==> src/rtl/intdiv_pkg.sv <==
package intdiv_pkg;
    parameter int XLEN = 64;
    localparam int HLEN = XLEN / 2;
    localparam int CNTW = $clog2(XLEN + 1);

    typedef enum logic [1:0] {
        OP_DIV  = 2'b00,
        OP_DIVU = 2'b01,
        OP_REM  = 2'b10,
        OP_REMU = 2'b11
    } div_op_e;

    typedef enum logic [1:0] {
        ST_IDLE,
        ST_RUN,
        ST_FIX
    } div_st_e;

    typedef struct packed {
        logic neg_q;
        logic neg_r;
        logic want_rem;
        logic narrow;
    } div_ctl_t;

    // widen the lower half by copying its top bit
    function automatic logic [XLEN-1:0] sext_half(input logic [XLEN-1:0] v);
        return {{HLEN{v[HLEN-1]}}, v[HLEN-1:0]};
    endfunction

    // operand as seen by the active width and signedness
    function automatic logic [XLEN-1:0] fit_operand(input logic [XLEN-1:0] v,
                                                    input logic narrow,
                                                    input logic sgn);
        if (!narrow) return v;
        if (sgn)     return sext_half(v);
        return {{HLEN{1'b0}}, v[HLEN-1:0]};
    endfunction
endpackage

==> src/rtl/intdiv_special.sv <==
module intdiv_special
    import intdiv_pkg::*;
(
    input  div_op_e         op,
    input  logic            narrow,
    input  logic [XLEN-1:0] a_ext,
    input  logic [XLEN-1:0] b_ext,
    output logic            hit,
    output logic [XLEN-1:0] value
);
    logic            is_signed, is_rem, b_zero, s_ovf;
    logic [XLEN-1:0] min_v, max_v, a_res;

    assign is_signed = ~op[0];
    assign is_rem    = op[1];
    assign min_v     = narrow ? {{(HLEN+1){1'b1}}, {(HLEN-1){1'b0}}}
                              : {1'b1, {(XLEN-1){1'b0}}};
    assign max_v     = ~min_v;
    assign b_zero    = (b_ext == '0);
    assign s_ovf     = is_signed && (a_ext == min_v) && (b_ext == '1);
    assign a_res     = narrow ? sext_half(a_ext) : a_ext;

    always_comb begin
        hit   = 1'b0;
        value = '0;
        if (b_zero) begin
            hit = 1'b1;
            if (is_rem)         value = a_res;
            else if (is_signed) value = a_ext[XLEN-1] ? min_v : max_v;
            else                value = '1;
        end else if (s_ovf) begin
            hit   = 1'b1;
            value = is_rem ? '0 : min_v;
        end
    end
endmodule

==> src/rtl/intdiv_core.sv <==
module intdiv_core
    import intdiv_pkg::*;
(
    input  logic            clk,
    input  logic            rst,
    input  logic            load_i,
    input  logic            step_i,
    input  logic            narrow_i,
    input  logic [XLEN-1:0] dvd_mag_i,
    input  logic [XLEN-1:0] dsr_mag_i,
    output logic [XLEN-1:0] quo_o,
    output logic [XLEN-1:0] rem_o
);
    logic [XLEN:0]   acc_q;
    logic [XLEN-1:0] quo_q, dsr_q;
    logic [XLEN:0]   shifted, diff;

    assign shifted = {acc_q[XLEN-1:0], quo_q[XLEN-1]};
    assign diff    = shifted - {1'b0, dsr_q};

    always_ff @(posedge clk) begin
        if (rst) begin
            acc_q <= '0;
            quo_q <= '0;
            dsr_q <= '0;
        end else if (load_i) begin
            acc_q <= '0;
            quo_q <= narrow_i ? (dvd_mag_i << HLEN) : dvd_mag_i;
            dsr_q <= dsr_mag_i;
        end else if (step_i) begin
            if (!diff[XLEN]) begin
                acc_q <= diff;
                quo_q <= {quo_q[XLEN-2:0], 1'b1};
            end else begin
                acc_q <= shifted;
                quo_q <= {quo_q[XLEN-2:0], 1'b0};
            end
        end
    end

    assign quo_o = quo_q;
    assign rem_o = acc_q[XLEN-1:0];

    AST_REM_BELOW_DIVISOR: assert property (@(posedge clk) disable iff (rst)
        step_i |=> (acc_q < {1'b0, dsr_q}));
endmodule

==> src/rtl/intdiv_unit.sv <==
module intdiv_unit
    import intdiv_pkg::*;
(
    input  logic            clk,
    input  logic            rst,
    input  logic            start_i,
    input  logic [1:0]      op_i,
    input  logic            word_i,
    input  logic            mode64_i,
    input  logic [XLEN-1:0] a_i,
    input  logic [XLEN-1:0] b_i,
    output logic [XLEN-1:0] result_o,
    output logic            done_o
);
    div_st_e         state_q;
    logic [CNTW-1:0] cnt_q;
    div_ctl_t        ctl_q;

    div_op_e         op;
    logic            narrow, is_signed, accept, sp_hit;
    logic [XLEN-1:0] a_ext, b_ext, a_mag, b_mag, sp_val;
    logic [XLEN-1:0] quo, rem, q_s, r_s, pick, fix_val;

    assign op        = div_op_e'(op_i);
    assign narrow    = ~mode64_i | word_i;
    assign is_signed = ~op_i[0];
    assign accept    = start_i && (state_q == ST_IDLE);
    assign a_ext     = fit_operand(a_i, narrow, is_signed);
    assign b_ext     = fit_operand(b_i, narrow, is_signed);
    assign a_mag     = (is_signed && a_ext[XLEN-1]) ? -a_ext : a_ext;
    assign b_mag     = (is_signed && b_ext[XLEN-1]) ? -b_ext : b_ext;

    intdiv_special u_special (
        .op     (op),
        .narrow (narrow),
        .a_ext  (a_ext),
        .b_ext  (b_ext),
        .hit    (sp_hit),
        .value  (sp_val)
    );

    intdiv_core u_core (
        .clk       (clk),
        .rst       (rst),
        .load_i    (accept && !sp_hit),
        .step_i    (state_q == ST_RUN),
        .narrow_i  (narrow),
        .dvd_mag_i (a_mag),
        .dsr_mag_i (b_mag),
        .quo_o     (quo),
        .rem_o     (rem)
    );

    assign q_s     = ctl_q.neg_q ? -quo : quo;
    assign r_s     = ctl_q.neg_r ? -rem : rem;
    assign pick    = ctl_q.want_rem ? r_s : q_s;
    assign fix_val = ctl_q.narrow ? sext_half(pick) : pick;

    always_ff @(posedge clk) begin
        if (rst) begin
            state_q  <= ST_IDLE;
            cnt_q    <= '0;
            ctl_q    <= '0;
            result_o <= '0;
            done_o   <= 1'b0;
        end else begin
            done_o <= 1'b0;
            case (state_q)
                ST_IDLE: begin
                    if (start_i) begin
                        if (sp_hit) begin
                            result_o <= sp_val;
                            done_o   <= 1'b1;
                        end else begin
                            state_q        <= ST_RUN;
                            cnt_q          <= narrow ? CNTW'(HLEN) : CNTW'(XLEN);
                            ctl_q.neg_q    <= is_signed && (a_ext[XLEN-1] ^ b_ext[XLEN-1]);
                            ctl_q.neg_r    <= is_signed && a_ext[XLEN-1];
                            ctl_q.want_rem <= op_i[1];
                            ctl_q.narrow   <= narrow;
                        end
                    end
                end
                ST_RUN: begin
                    cnt_q <= cnt_q - 1'b1;
                    if (cnt_q == CNTW'(1)) state_q <= ST_FIX;
                end
                ST_FIX: begin
                    result_o <= fix_val;
                    done_o   <= 1'b1;
                    state_q  <= ST_IDLE;
                end
                default: state_q <= ST_IDLE;
            endcase
        end
    end

    AST_DONE_PULSE: assert property (@(posedge clk) disable iff (rst)
        done_o |=> !done_o);
    AST_QUIET_WHILE_RUN: assert property (@(posedge clk) disable iff (rst)
        (state_q == ST_RUN) |-> !done_o);
    AST_SPECIAL_FAST: assert property (@(posedge clk) disable iff (rst)
        (accept && sp_hit) |=> done_o);
    AST_DIVU_ZERO: assert property (@(posedge clk) disable iff (rst)
        (accept && op_i == OP_DIVU && b_i == '0) |=> (result_o == '1));
    AST_REM_ZERO_WIDE: assert property (@(posedge clk) disable iff (rst)
        (accept && op_i[1] && mode64_i && !word_i && b_i == '0)
        |=> (result_o == $past(a_i)));
    AST_SOVF_REM: assert property (@(posedge clk) disable iff (rst)
        (accept && op_i == OP_REM && mode64_i && !word_i &&
         a_i == {1'b1, {(XLEN-1){1'b0}}} && b_i == '1) |=> (result_o == '0));
endmodule

==> config.mk <==
export PLATFORM = sky130hd
export DESIGN_NAME = intdiv_unit
export DESIGN_NICKNAME = d
export VERILOG_FILES = /design/src/rtl/intdiv_pkg.sv /design/src/rtl/intdiv_special.sv /design/src/rtl/intdiv_core.sv /design/src/rtl/intdiv_unit.sv
export SDC_FILE = /design/constraint.sdc
export NUM_CORES = 1
export LEC_CHECK = 0
export ABC_AREA = 0
export BUFFER_PORTS_ARGS = -buffer_cell sky130_fd_sc_hd__buf_2
export CAP_MARGIN = 30
export CORE_ASPECT_RATIO = 0.5
export CORE_UTILIZATION = 42
export DETAILED_ROUTE_END_ITERATION = 8
export REMOVE_ABC_BUFFERS = 1
export SLEW_MARGIN = 20
export SYNTH_ARGS = -nofsm -noshare
export SYNTH_HDL_FRONTEND = slang
export SYNTH_SLANG_ARGS = --single-unit
==> constraint.sdc <==
create_clock -name clk -period 5.35 [get_ports clk]
set_input_delay 0.535 -clock clk [delete_from_list [all_inputs] [get_ports clk]]
set_output_delay 0.535 -clock clk [all_outputs]
set_load 0.01 [all_outputs]
==> results.json <==
{
  "overflow": 0,
  "clock_latency_ps": 590,
  "finalCritPeriodShare": 0.826,
  "yosysWarnings": 0,
  "layout_min_cycle_time_ps": 4420,
  "fp.dieW_um": 330,
  "detail-route-antenna-nets": 0,
  "path_max_fanout": 36,
  "cts.clk_slew.worst_paths_ps": 70,
  "synthFlopType": "dfxtp_1",
  "vias": 24763,
  "dp_hpwl_um": 67900,
  "core.rowCount": 59,
  "grt.total_usage": 0.316,
  "finalClockSkew_ps": 21.2,
  "hold_ws_ps": 269,
  "status": "complete, no violations",
  "grt_start_max_net_pins": 93,
  "critical_path.max_stage_delay_ps": 600,
  "core-area_mm2": 0.0526,
  "finalPower_mw": 7.24,
  "cp.arrival_ps": 4880,
  "p_seq_frac": 0.317,
  "cts-root-buf": "clkbuf_16",
  "ys_types": 84,
  "ctsResizeCount": 0,
  "crit_type": "reg -> reg",
  "initial_core_util": 0.430,
  "path_cells": "inv_1 > ha_1 > fa_1 > nand2b_1 > a21oi_1 > o21ai_0 > or4_1 > a211oi_1 > o311ai_0 > nand3b_1 > buf_4 > nor2_1 > a211oi_1 > nor2_1",
  "hold_viol": 0,
  "ys_ff_latch": 270,
  "post_cts_buffers": 0,
  "wirelength_um": 90100,
  "grt_pass1_wl_um": 136000,
  "avgRoutedWirePerCell_um": 22.7,
  "crit_buf_inv": 2,
  "mostFrequentLayoutCell": "a21oi_1",
  "viasPerCell": 6.25,
  "p_leak_nw": 9.63,
  "final_cell_mix": "a21oi_1 (353), nand2_1 (344), nor2_1 (319), dfxtp_1 (267), o21ai_0 (265)",
  "worst_pin_slew_ps": 1000,
  "timing.slew.headroom": 0.333,
  "cts_tree": "done",
  "io_pins": 200,
  "dieArea_mm2": 0.0548,
  "synth-edff-count": 0,
  "synth.avg_cell_area_um2": 7.08,
  "max-clock-path-buffers": 3,
  "drc": 0,
  "power_density_mw_per_mm2": 289,
  "setup.worst_path.end_class": "register",
  "intPower_mw": 4.36,
  "place.gp.congestion": 1.01,
  "drive_above_1_share": 0.108,
  "irDropWorstVdd_v": 0.000271,
  "pwr-share-clk": 0.305,
  "cts_num_sinks": 270,
  "slew_violations": 0,
  "worstPathRequired_ps": 5810,
  "pwr-share-comb": 0.378,
  "setup_viol": 0,
  "cts_buffers": 28,
  "dr.pass1.iters": 6,
  "nets": 3444,
  "hp-class": "in -> reg",
  "path_delay_family": "compound AO/OA/AOI/OAI gates",
  "synth_cells": 3191,
  "drt_iter0_markers": 2978,
  "synthArstFlopShare": 0,
  "port_buffers": 199,
  "grt_antenna_before_repair": 4,
  "switching_share": 0.398,
  "maxCapViolCount": 0,
  "cts_max_level": 1,
  "synth_area_mm2": 0.0226,
  "hold_buffers": 0,
  "critPathSlowestCell": "or4_1",
  "fmax_ghz": 0.226,
  "grt_setup_unrepaired": "no",
  "power.switching_mw": 2.88,
  "syn2layout_area_growth_pct": 10.9,
  "ys_seq_area_frac": 0.239,
  "die_y_um": 166,
  "cp-start-kind": "register",
  "grt_pass1_vias": 22241
}
-- state kept, by name (all words and copies together) (netlist names) --
register / count
u_core.acc_q: 64
state_q: 2
u_core.quo_o: 64
done_o: 1
cnt_q: 7
u_core.dsr_q: 64
ctl_q: 4
result_o: 64
-- synth_stat cells (9+ instances only) --
cell | n | share of area
nor2_1 | 323 | 0.054
mux2i_1 | 21 | 0.0093
o21a_1 | 10 | 0.0033
nor2b_1 | 14 | 0.0039
and3_1 | 22 | 0.0061
a21o_1 | 28 | 0.0093
nand2_1 | 344 | 0.057
buf_2 | 30 | 0.0066
a32o_1 | 17 | 0.0075
or3_1 | 45 | 0.012
o22ai_1 | 12 | 0.0033
o31ai_1 | 62 | 0.021
inv_1 | 99 | 0.016
a22oi_1 | 37 | 0.012
xor2_1 | 153 | 0.059
o41ai_1 | 31 | 0.012
nand4_1 | 52 | 0.014
a21oi_1 | 354 | 0.078
o21bai_1 | 12 | 0.0040
or4_1 | 28 | 0.0093
clkbuf_1 | 180 | 0.030
nand3b_1 | 9 | 0.0030
nor3_1 | 59 | 0.013
nor4_1 | 32 | 0.0089
a211oi_1 | 65 | 0.022
ha_1 | 71 | 0.039
o221ai_1 | 15 | 0.0058
nand2b_1 | 26 | 0.0072
dfxtp_1 | 270 | 0.24
a41oi_1 | 13 | 0.0050
buf_1 | 20 | 0.0033
nand3_1 | 60 | 0.013
a31oi_1 | 48 | 0.013
o211ai_1 | 63 | 0.021
a221oi_1 | 32 | 0.012
and2_1 | 12 | 0.0033
o21ai_0 | 266 | 0.059
xnor2_1 | 146 | 0.057
-- worst reg2reg max path, cell delays in order, from the launching register on --
cell and delay [ps]:
dfxtp_1 370, inv_1 90, ha_1 240, fa_1 410, nand2b_1 190, a21oi_1 180
o21ai_0 270, or4_1 600, a211oi_1 540, o311ai_0 210, nand3b_1 380, buf_4 440
nor2_1 110, a211oi_1 220, nor2_1 80
-- worst paths after layout --
path	slack [ps]	from	cells past startpoint	endpoint
hold reg to reg	450	u_core.dsr_q[37]	2	u_core.dsr_q[37]
hold / removal	270	b_i[1]	3	u_core.dsr_q[1]
setup / recovery	930	u_core.quo_o[63]	14	u_core.acc_q[25]
setup reg to reg	930	u_core.quo_o[63]	14	u_core.acc_q[25]
-- kinds of logic after synthesis --
kind of cell,Yosys count,share of synthesized area
DFF,270,0.239
adders and majority gates,72,0.0402
and+or+nand+nor,1067,0.221
buffers and inverters,341,0.0611
AOI/OAI and AO/OA,1118,0.311
muxes,24,0.0108
xor gates and xnor gates,299,0.116
-- layout make-up --
| class | instances | area (µm²) |
|---|---|---|
| antenna | 3 | 7.51 |
| sequential | 270 | 5410 |
| tap | 701 | 877 |
| timing repair buffer | 258 | 1520 |
| multi-input combinational | 2580 | 15900 |
| inverter | 99 | 372 |
| clock inverter | 9 | 150 |
| fill | 5478 | 27500 |
| clock buffer | 42 | 845 |
-- stage by stage --
stage	setup slack, ps	std cells	util	TNS, ps	instance area [µm²]
2_1_floorplan	-4650	2949	-	-901510	21600
5_1_grt	680	3959	0.477	0	25000
3_5_place_dp	547	3903	0.456	0	24000
4_1_cts	962	3954	0.475	0	25000
3_3_place_gp	6.63	3901	0.456	0	24000
6_report	931	3962	0.477	0	25100
-- power by group through the flow --
stage,Sequential (mW),Clock [mW],Combinational [mW]
floorplan,2.28,0,1.83
detailed placement,2.33,0,2.65
global route,2.31,2.30,2.98
global placement,2.33,0,2.65
CTS,2.28,2.21,2.67
finish,2.29,2.21,2.74
-- metal layers --
metal	vias to the layer above	part of all wire	global-route usage
li1	11722	-	-
met1	11754	0.47	0.490
met2	1177	0.39	0.432
met3	110	0.11	0.0790
met4	0	0.019	0.0595
met5	-	0	0
Note: power is estimated with default switching activity, not from simulation.
